--- src/rtl/bsh_pkg.sv ---
package bsh_pkg;
  typedef enum logic [1:0] {
    SH_LSL = 2'd0,
    SH_LSR = 2'd1,
    SH_ASR = 2'd2,
    SH_ROR = 2'd3
  } shift_kind_e;
endpackage

--- src/rtl/bsh_rotator.sv ---
// Logarithmic right rotator: one stage per bit of the rotate distance.
module bsh_rotator #(
  parameter int W  = 32,
  localparam int LG = $clog2(W)
) (
  input  logic [W-1:0]  data_in,
  input  logic [LG-1:0] dist_in,
  output logic [W-1:0]  data_out
);
  logic [W-1:0] stage [LG+1];

  assign stage[0] = data_in;

  for (genvar s = 0; s < LG; s++) begin : g_stage
    localparam int STEP = 1 << s;
    assign stage[s+1] = dist_in[s]
      ? {stage[s][STEP-1:0], stage[s][W-1:STEP]}
      : stage[s];
  end

  assign data_out = stage[LG];
endmodule

--- src/rtl/bsh_mask_gen.sv ---
// Marks which result positions hold rotated operand bits and which take fill.
module bsh_mask_gen
  import bsh_pkg::*;
#(
  parameter int W  = 32,
  localparam int AW = $clog2(W) + 1
) (
  input  shift_kind_e   kind_in,
  input  logic [AW-1:0] cnt_in,
  output logic [W-1:0]  keep_out
);
  for (genvar i = 0; i < W; i++) begin : g_bit
    localparam logic [AW:0] POS = (AW+1)'(i);
    always_comb begin
      unique case (kind_in)
        SH_LSL:  keep_out[i] = (POS >= {1'b0, cnt_in});
        SH_LSR,
        SH_ASR:  keep_out[i] = ((POS + {1'b0, cnt_in}) < (AW+1)'(W));
        default: keep_out[i] = 1'b1;
      endcase
    end
  end
endmodule

--- src/rtl/bsh_carry_sel.sv ---
// Picks the last operand bit pushed out by a shift of cnt_in places (cnt_in >= 1).
module bsh_carry_sel
  import bsh_pkg::*;
#(
  parameter int W  = 32,
  localparam int AW = $clog2(W) + 1,
  localparam int LG = $clog2(W)
) (
  input  logic [W-1:0]  data_in,
  input  shift_kind_e   kind_in,
  input  logic [AW-1:0] cnt_in,
  output logic          carry_out
);
  logic [AW-1:0] idx_w;
  logic [LG-1:0] idx;

  always_comb begin
    if (kind_in == SH_LSL) idx_w = AW'(W) - cnt_in;
    else                   idx_w = cnt_in - AW'(1);
    idx       = idx_w[LG-1:0];
    carry_out = data_in[idx];
  end
endmodule

--- src/rtl/barrel_shift_unit.sv ---
module barrel_shift_unit
  import bsh_pkg::*;
#(
  parameter int W  = 32,
  localparam int AW = $clog2(W) + 1,
  localparam int LG = $clog2(W)
) (
  input  logic [W-1:0]  opnd_in,
  input  logic [1:0]    kind_in,
  input  logic [AW-1:0] amt_in,
  input  logic          ext_in,
  input  logic          cin,
  output logic [W-1:0]  res_out,
  output logic          cout
);
  shift_kind_e   kind;
  logic [AW-1:0] cnt;
  logic [LG-1:0] rot_dist;
  logic [AW-1:0] lsl_dist;
  logic [W-1:0]  rotated;
  logic [W-1:0]  keep;
  logic [W-1:0]  shifted;
  logic          fill_bit;
  logic          shift_carry;

  // Counts beyond the word width saturate at the word width.
  always_comb begin
    kind     = shift_kind_e'(kind_in);
    cnt      = (amt_in > AW'(W)) ? AW'(W) : amt_in;
    lsl_dist = AW'(W) - cnt;
    rot_dist = (kind == SH_LSL) ? lsl_dist[LG-1:0] : cnt[LG-1:0];
  end

  bsh_rotator #(.W(W)) u_rot (
    .data_in  (opnd_in),
    .dist_in  (rot_dist),
    .data_out (rotated)
  );

  bsh_mask_gen #(.W(W)) u_mask (
    .kind_in  (kind),
    .cnt_in   (cnt),
    .keep_out (keep)
  );

  bsh_carry_sel #(.W(W)) u_csel (
    .data_in   (opnd_in),
    .kind_in   (kind),
    .cnt_in    (cnt),
    .carry_out (shift_carry)
  );

  always_comb begin
    fill_bit = (kind == SH_ASR) ? opnd_in[W-1] : 1'b0;
    shifted  = (rotated & keep) | ({W{fill_bit}} & ~keep);
  end

  always_comb begin
    if (ext_in) begin
      res_out = {cin, opnd_in[W-1:1]};
      cout    = opnd_in[0];
    end else if (cnt == '0) begin
      res_out = opnd_in;
      cout    = cin;
    end else begin
      res_out = shifted;
      cout    = shift_carry;
    end
  end
endmodule

--- config.mk ---
export PLATFORM = sky130hd
export DESIGN_NAME = barrel_shift_unit
export DESIGN_NICKNAME = d
export VERILOG_FILES = /design/src/rtl/bsh_pkg.sv /design/src/rtl/bsh_rotator.sv /design/src/rtl/bsh_mask_gen.sv /design/src/rtl/bsh_carry_sel.sv /design/src/rtl/barrel_shift_unit.sv
export SDC_FILE = /design/constraint.sdc
export NUM_CORES = 1
export LEC_CHECK = 0
export BUFFER_PORTS_ARGS = -buffer_cell sky130_fd_sc_hd__buf_2
export CAP_MARGIN = 20
export CORE_ASPECT_RATIO = 2
export CORE_UTILIZATION = 50
export DETAILED_ROUTE_END_ITERATION = 6
export PLACE_DENSITY = 0.76
export SKIP_LAST_GASP = 1
export SYNTH_ARGS = -nofsm -noshare
export SYNTH_HDL_FRONTEND = slang
export SYNTH_SLANG_ARGS = --single-unit
export TNS_END_PERCENT = 100
--- constraint.sdc ---
create_clock -name vclk -period 11.3
set_input_delay 1.13 -clock vclk [all_inputs]
set_output_delay 1.13 -clock vclk [all_outputs]
set_load 0.02 [all_outputs]
==> results of run 1 <==
==> routing by layer <==
layer,part of all wire (%),vias up,global-route usage [%]
met5,0,-,0.529
met4,13,0,46.3
met3,11,229,13.8
met2,47,667,81.5
met1,30,3008,53.4
li1,-,2662,-
==> cells in the mapped netlist, drive strengths merged, types with 10 or more instances <==
| master | instances | area (µm²) |
|---|---|---|
| a211oi | 10 | 75.1 |
| nand3 | 18 | 90.1 |
| clkbuf | 41 | 155 |
| inv | 13 | 53.8 |
| buf | 32 | 193 |
| o31ai | 17 | 128 |
| mux2i | 62 | 621 |
| nand2 | 77 | 289 |
| mux2 | 12 | 135 |
| nor3 | 10 | 50.1 |
| mux4 | 33 | 743 |
| o21ai | 55 | 279 |
| o221ai | 14 | 123 |
| a22oi | 29 | 218 |
| nor2 | 43 | 164 |
| nand2b | 12 | 82.6 |
| a21oi | 47 | 235 |
| a221oi | 14 | 123 |
==> report_power, final <==
part	switching (µW)	internal, µW
clock	0	0
combinational	233	122
sequential	0	0
==> metrics by stage <==
step                std cells  instance area [µm²]  hold slack (ps)
floorplan                 670                 4850             2400
global placement          781                 5060             2630
detailed placement        781                 5060             2660
CTS                       781                 5060             2660
global route              782                 5070             2700
finish                    782                 5070             2660
==> tightest hold or removal path, cell delays in order <==
cell     delay [ps]
buf_2            90
a21oi_1          70
o31ai_1          80
buf_2           170
==> cells by family (layout without fill, tap and decap cells) <==
family | Yosys count | count (layout) | synth area share [%]
buf+inv | 86 | 94 | 8.27
xor+xnor | 6 | 6 | 2.01
simple gates | 211 | 211 | 21.1
fa+ha+maj | 7 | 7 | 1.80
compound gates | 253 | 253 | 36.0
mux | 107 | 107 | 30.9
==> layout make-up <==
class	count	area share (%)
multi-input combinational	584	88.1
timing repair buffer	81	8.29
tap	104	2.57
inverter	13	1.06
==> worst min path at each step <==
stage	start	depth (start not counted)	slack [ps]	to
after floorplan	opnd_in[0]	2	2400	cout
after global placement	cin	4	2630	res_out[31]
after detailed placement	cin	4	2660	res_out[31]
after CTS	cin	4	2660	res_out[31]
after global routing	cin	4	2700	res_out[31]
final	cin	4	2660	res_out[31]
==> qor.yml, run 1 <==
outcome:
  status: "finished, final reports clean"
cells_and_area:
  seq_area_um2: 0
  final_common_cell: "nand2_1"
  nNetsFinal: 729
  mostFrequentLayoutCells: "nand2_1, buf_2, mux2i_1"
  multi_input_area_um2: 4470
  n_fill_cell: 936
  antenna_cells: 0
  drive_gt1_share_pct: 21.1
  seq_cell_count: 0
  syn_to_final_growth_pct: 4.43
  n_clock_buffer: 0
  fin_util_pct: 54.0
drt:
  vias: 6566
  avgRoutedWirePerCell_um: 32.9
  drc: 0
  ant_nets: 0
  first_iter_violations: 1171
  route.final.wire_length_um: 25800
  first_pass_iters: 7
  viasPerCell: 8.40
setup_path:
  crit_buf_inv: 5
  cp-endpoint: "res_out[31]"
  critPathLaunchType: "primary input"
  cpPeakStageDelay_ps: 880
  crit_path_end_kind: "output port"
  worst-path-stages: 14
  path_max_fanout: 38
  critPathTopFamily: "buffers and inverters"
  path_class: "primary input to output port"
  slowest_stage: "ha_1"
  cp_cell_sequence: "buf_2 > nand2b_1 > ha_1 > inv_1 > nor2_1 > ha_1 > or2b_1 > o21ai_1 > buf_4 > inv_1 > o211ai_1 > mux2i_1 > o31ai_1 > buf_2"
  crit_required_ps: 10170
  critical_path_arrival_ps: 6040
  worstSetupStartpoint: "amt_in[5]"
global_route:
  grt_pass1_wl_um: 38600
  first_global_vias: 6195
  overflow: 0
  grt_max_degree: 47
  track_usage_pct: 51.1
  antenna_found_initial: 0
timing:
  finalCritPeriodShare_pct: 63.5
  hold_viol: 0
  slew_headroom_pct: 25.7
  rsz0062_at_grt: "false"
  tns_ps: 0
  worst_pin_slew_ps: 1110
  fin_crit_ps: 7170
  fmax_mhz: 139
  finalWorstSetupSlack_ps: 4130
  slew_violations: 0
  final-setup-viol-count: 0
placement:
  io_buffer_count: 75
  dp_slack_ps: 4020
  hpwl_um: 18800
  gp_congestion: 1.09
power_and_ir_drop:
  p_leak_uw: 0.00188
  ir_drop_v: 0.0000476
  p_per_area_nw_per_um2: 70.1
  total_power_uw: 356
flow_run:
  cap_viol_max_count: 0
floorplanning:
  die_w_um: 71.7
  start_util_pct: 51.7
  design.core.area_um2: 9380
  die_area_um2: 10100
  io_pins: 75
  num_rows: 50
  die_y_um: 141
min_path:
  min_path_type: "primary input to output port"
yosys:
  syn_inst: 670
  yosysWarnings: 0
  syn_area_um2: 4850
  syn_area_per_cell_um2: 7.25
  ys_seq_area_share_pct: 0
  synthesis.nets: 719
  synth_cell_types: 75
clock_tree:
  cts_hold_buf: 0
  cts_resized: 0
  cts_setup_buffers: 0
(Power assumes the default switching activity.)
==> run 2, diff against run 1 <==
PLACE_DENSITY = 0.78   (was 0.76)
clock period = 5.8 ns   (was 11.3 ns; I/O delays follow)
==> run 2 against run 1 <==
  * Via count is 1.8% lower
  * Worst setup slack got worse by 3600 ps
  * Sequential share of layout area did not move
  * Non-clock buffer count rose by 6
  * Final cell count grew 0.77%
  * Global-route usage shrank 1.1 points
  * Power increased by 97%
  * Cell area grew 0.89%
  * Sequential cell count stayed put
  * Clock-buffer cell count unchanged
  * Critical path type unchanged
  * Highest routed layer unchanged
==> qor.yml, run 2 (same netlist as run 1, synthesis figures left out) <==
outcome:
  status: "finished, final reports clean"
floorplanning:
  num_rows: 50
  die_area_um2: 10100
  die_y_um: 141
  die_w_um: 71.7
  start_util_pct: 51.7
  design.core.area_um2: 9380
  io_pins: 75
power_and_ir_drop:
  p_per_area_nw_per_um2: 137
  pwr-share-clk_pct: 0
  comb_power_share_pct: 100.0
  p_switching_uw: 460
  ir_drop_v: 0.0000808
  internal-power_uw: 241
  seqPwrFrac_pct: 0
  p_leak_uw: 0.00191
  swShare_pct: 65.6
drt:
  avgRoutedWirePerCell_um: 32.6
  drc: 0
  route.final.wire_length_um: 25700
  ant_nets: 0
  first_iter_violations: 1091
  first_pass_iters: 6
  vias: 6448
  viasPerCell: 8.18
global_route:
  track_usage_pct: 50.0
  first_global_vias: 6060
  grt_pass1_wl_um: 37800
  antenna_found_initial: 0
  grt_max_degree: 47
  overflow: 0
placement:
  placed_cells: 788
  io_buffer_count: 75
  gp_congestion: 1.09
  hpwl_um: 18800
timing:
  slew_headroom_pct: 33.3
  finalHoldWorstSlack_ps: 1590
  fmax_mhz: 188
  final-setup-viol-count: 0
  tns_ps: 0
  worst_pin_slew_ps: 992
  hold_viol: 0
  finalCritPeriodShare_pct: 91.7
  slew_violations: 0
  rsz0062_at_grt: "false"
  fin_crit_ps: 5320
cells_and_area:
  drive_gt1_share_pct: 21.8
  seq_cell_count: 0
  seq_area_um2: 0
  final_cells: 788
  mostFrequentLayoutCells: "nand2_1, buf_2, mux2i_1"
  final_common_cell: "nand2_1"
  multi_input_area_um2: 4470
  n_fill_cell: 981
  syn_to_final_growth_pct: 5.36
  n_clock_buffer: 0
  nNetsFinal: 735
  antenna_cells: 0
setup_path:
  crit_path_end_kind: "output port"
  critical_path_arrival_ps: 4740
  path_class: "primary input to output port"
  critPathLaunchType: "primary input"
  path_max_fanout: 38
  crit_required_ps: 5220
flow_run:
  cap_viol_max_count: 0
clock_tree:
  cts_setup_buffers: 0
  cts_hold_buf: 0
  cts_resized: 0
min_path:
  whs_path_depth: 4
  min_path_type: "primary input to output port"
[run 2: area by class of cell]
type,count,share of cell area (%)
multi-input cells,584,87.3
repair buffers,87,9.10
well taps,104,2.54
inverters,13,1.05
[run 2: through the flow]
stage	worst slack (ps)	utilization (%)	instance area [µm²]	total power [µW]
after floorplan	1490	-	4850	451
after global placement	1050	54.5	5110	650
after detailed placement	963	54.5	5110	654
after CTS	961	54.5	5110	656
after global routing	339	54.5	5110	722
final	483	54.5	5110	702
[run 2: routing by layer]
layer,wire length [µm],track usage [%]
met1,8090,53.2
met2,11500,78.9
met3,2980,13.4
met4,3120,45.4
met5,0,0
[run 2: power by group through the flow]
stage               registers [µW]  logic (µW)  clock network [µW]
floorplan                        0         451                   0
detailed placement               0         654                   0
finish                           0         702                   0
global route                     0         722                   0
global placement                 0         650                   0
CTS                              0         656                   0
[run 2: worst paths after layout]
path,start,to,slack [ps]
setup / recovery,amt_in[5],res_out[5],480
hold / removal,cin,res_out[31],1590
[run 2: critical path: stages]
cell	delay [ps]
buf_2	520
nand2b_4	310
ha_1	160
buf_4	280
inv_1	120
nor2_1	140
ha_1	280
or2b_1	300
o21ai_1	200
buf_4	310
a22oi_1	130
o211ai_1	160
mux2i_1	120
o31ai_1	820
buf_2	310
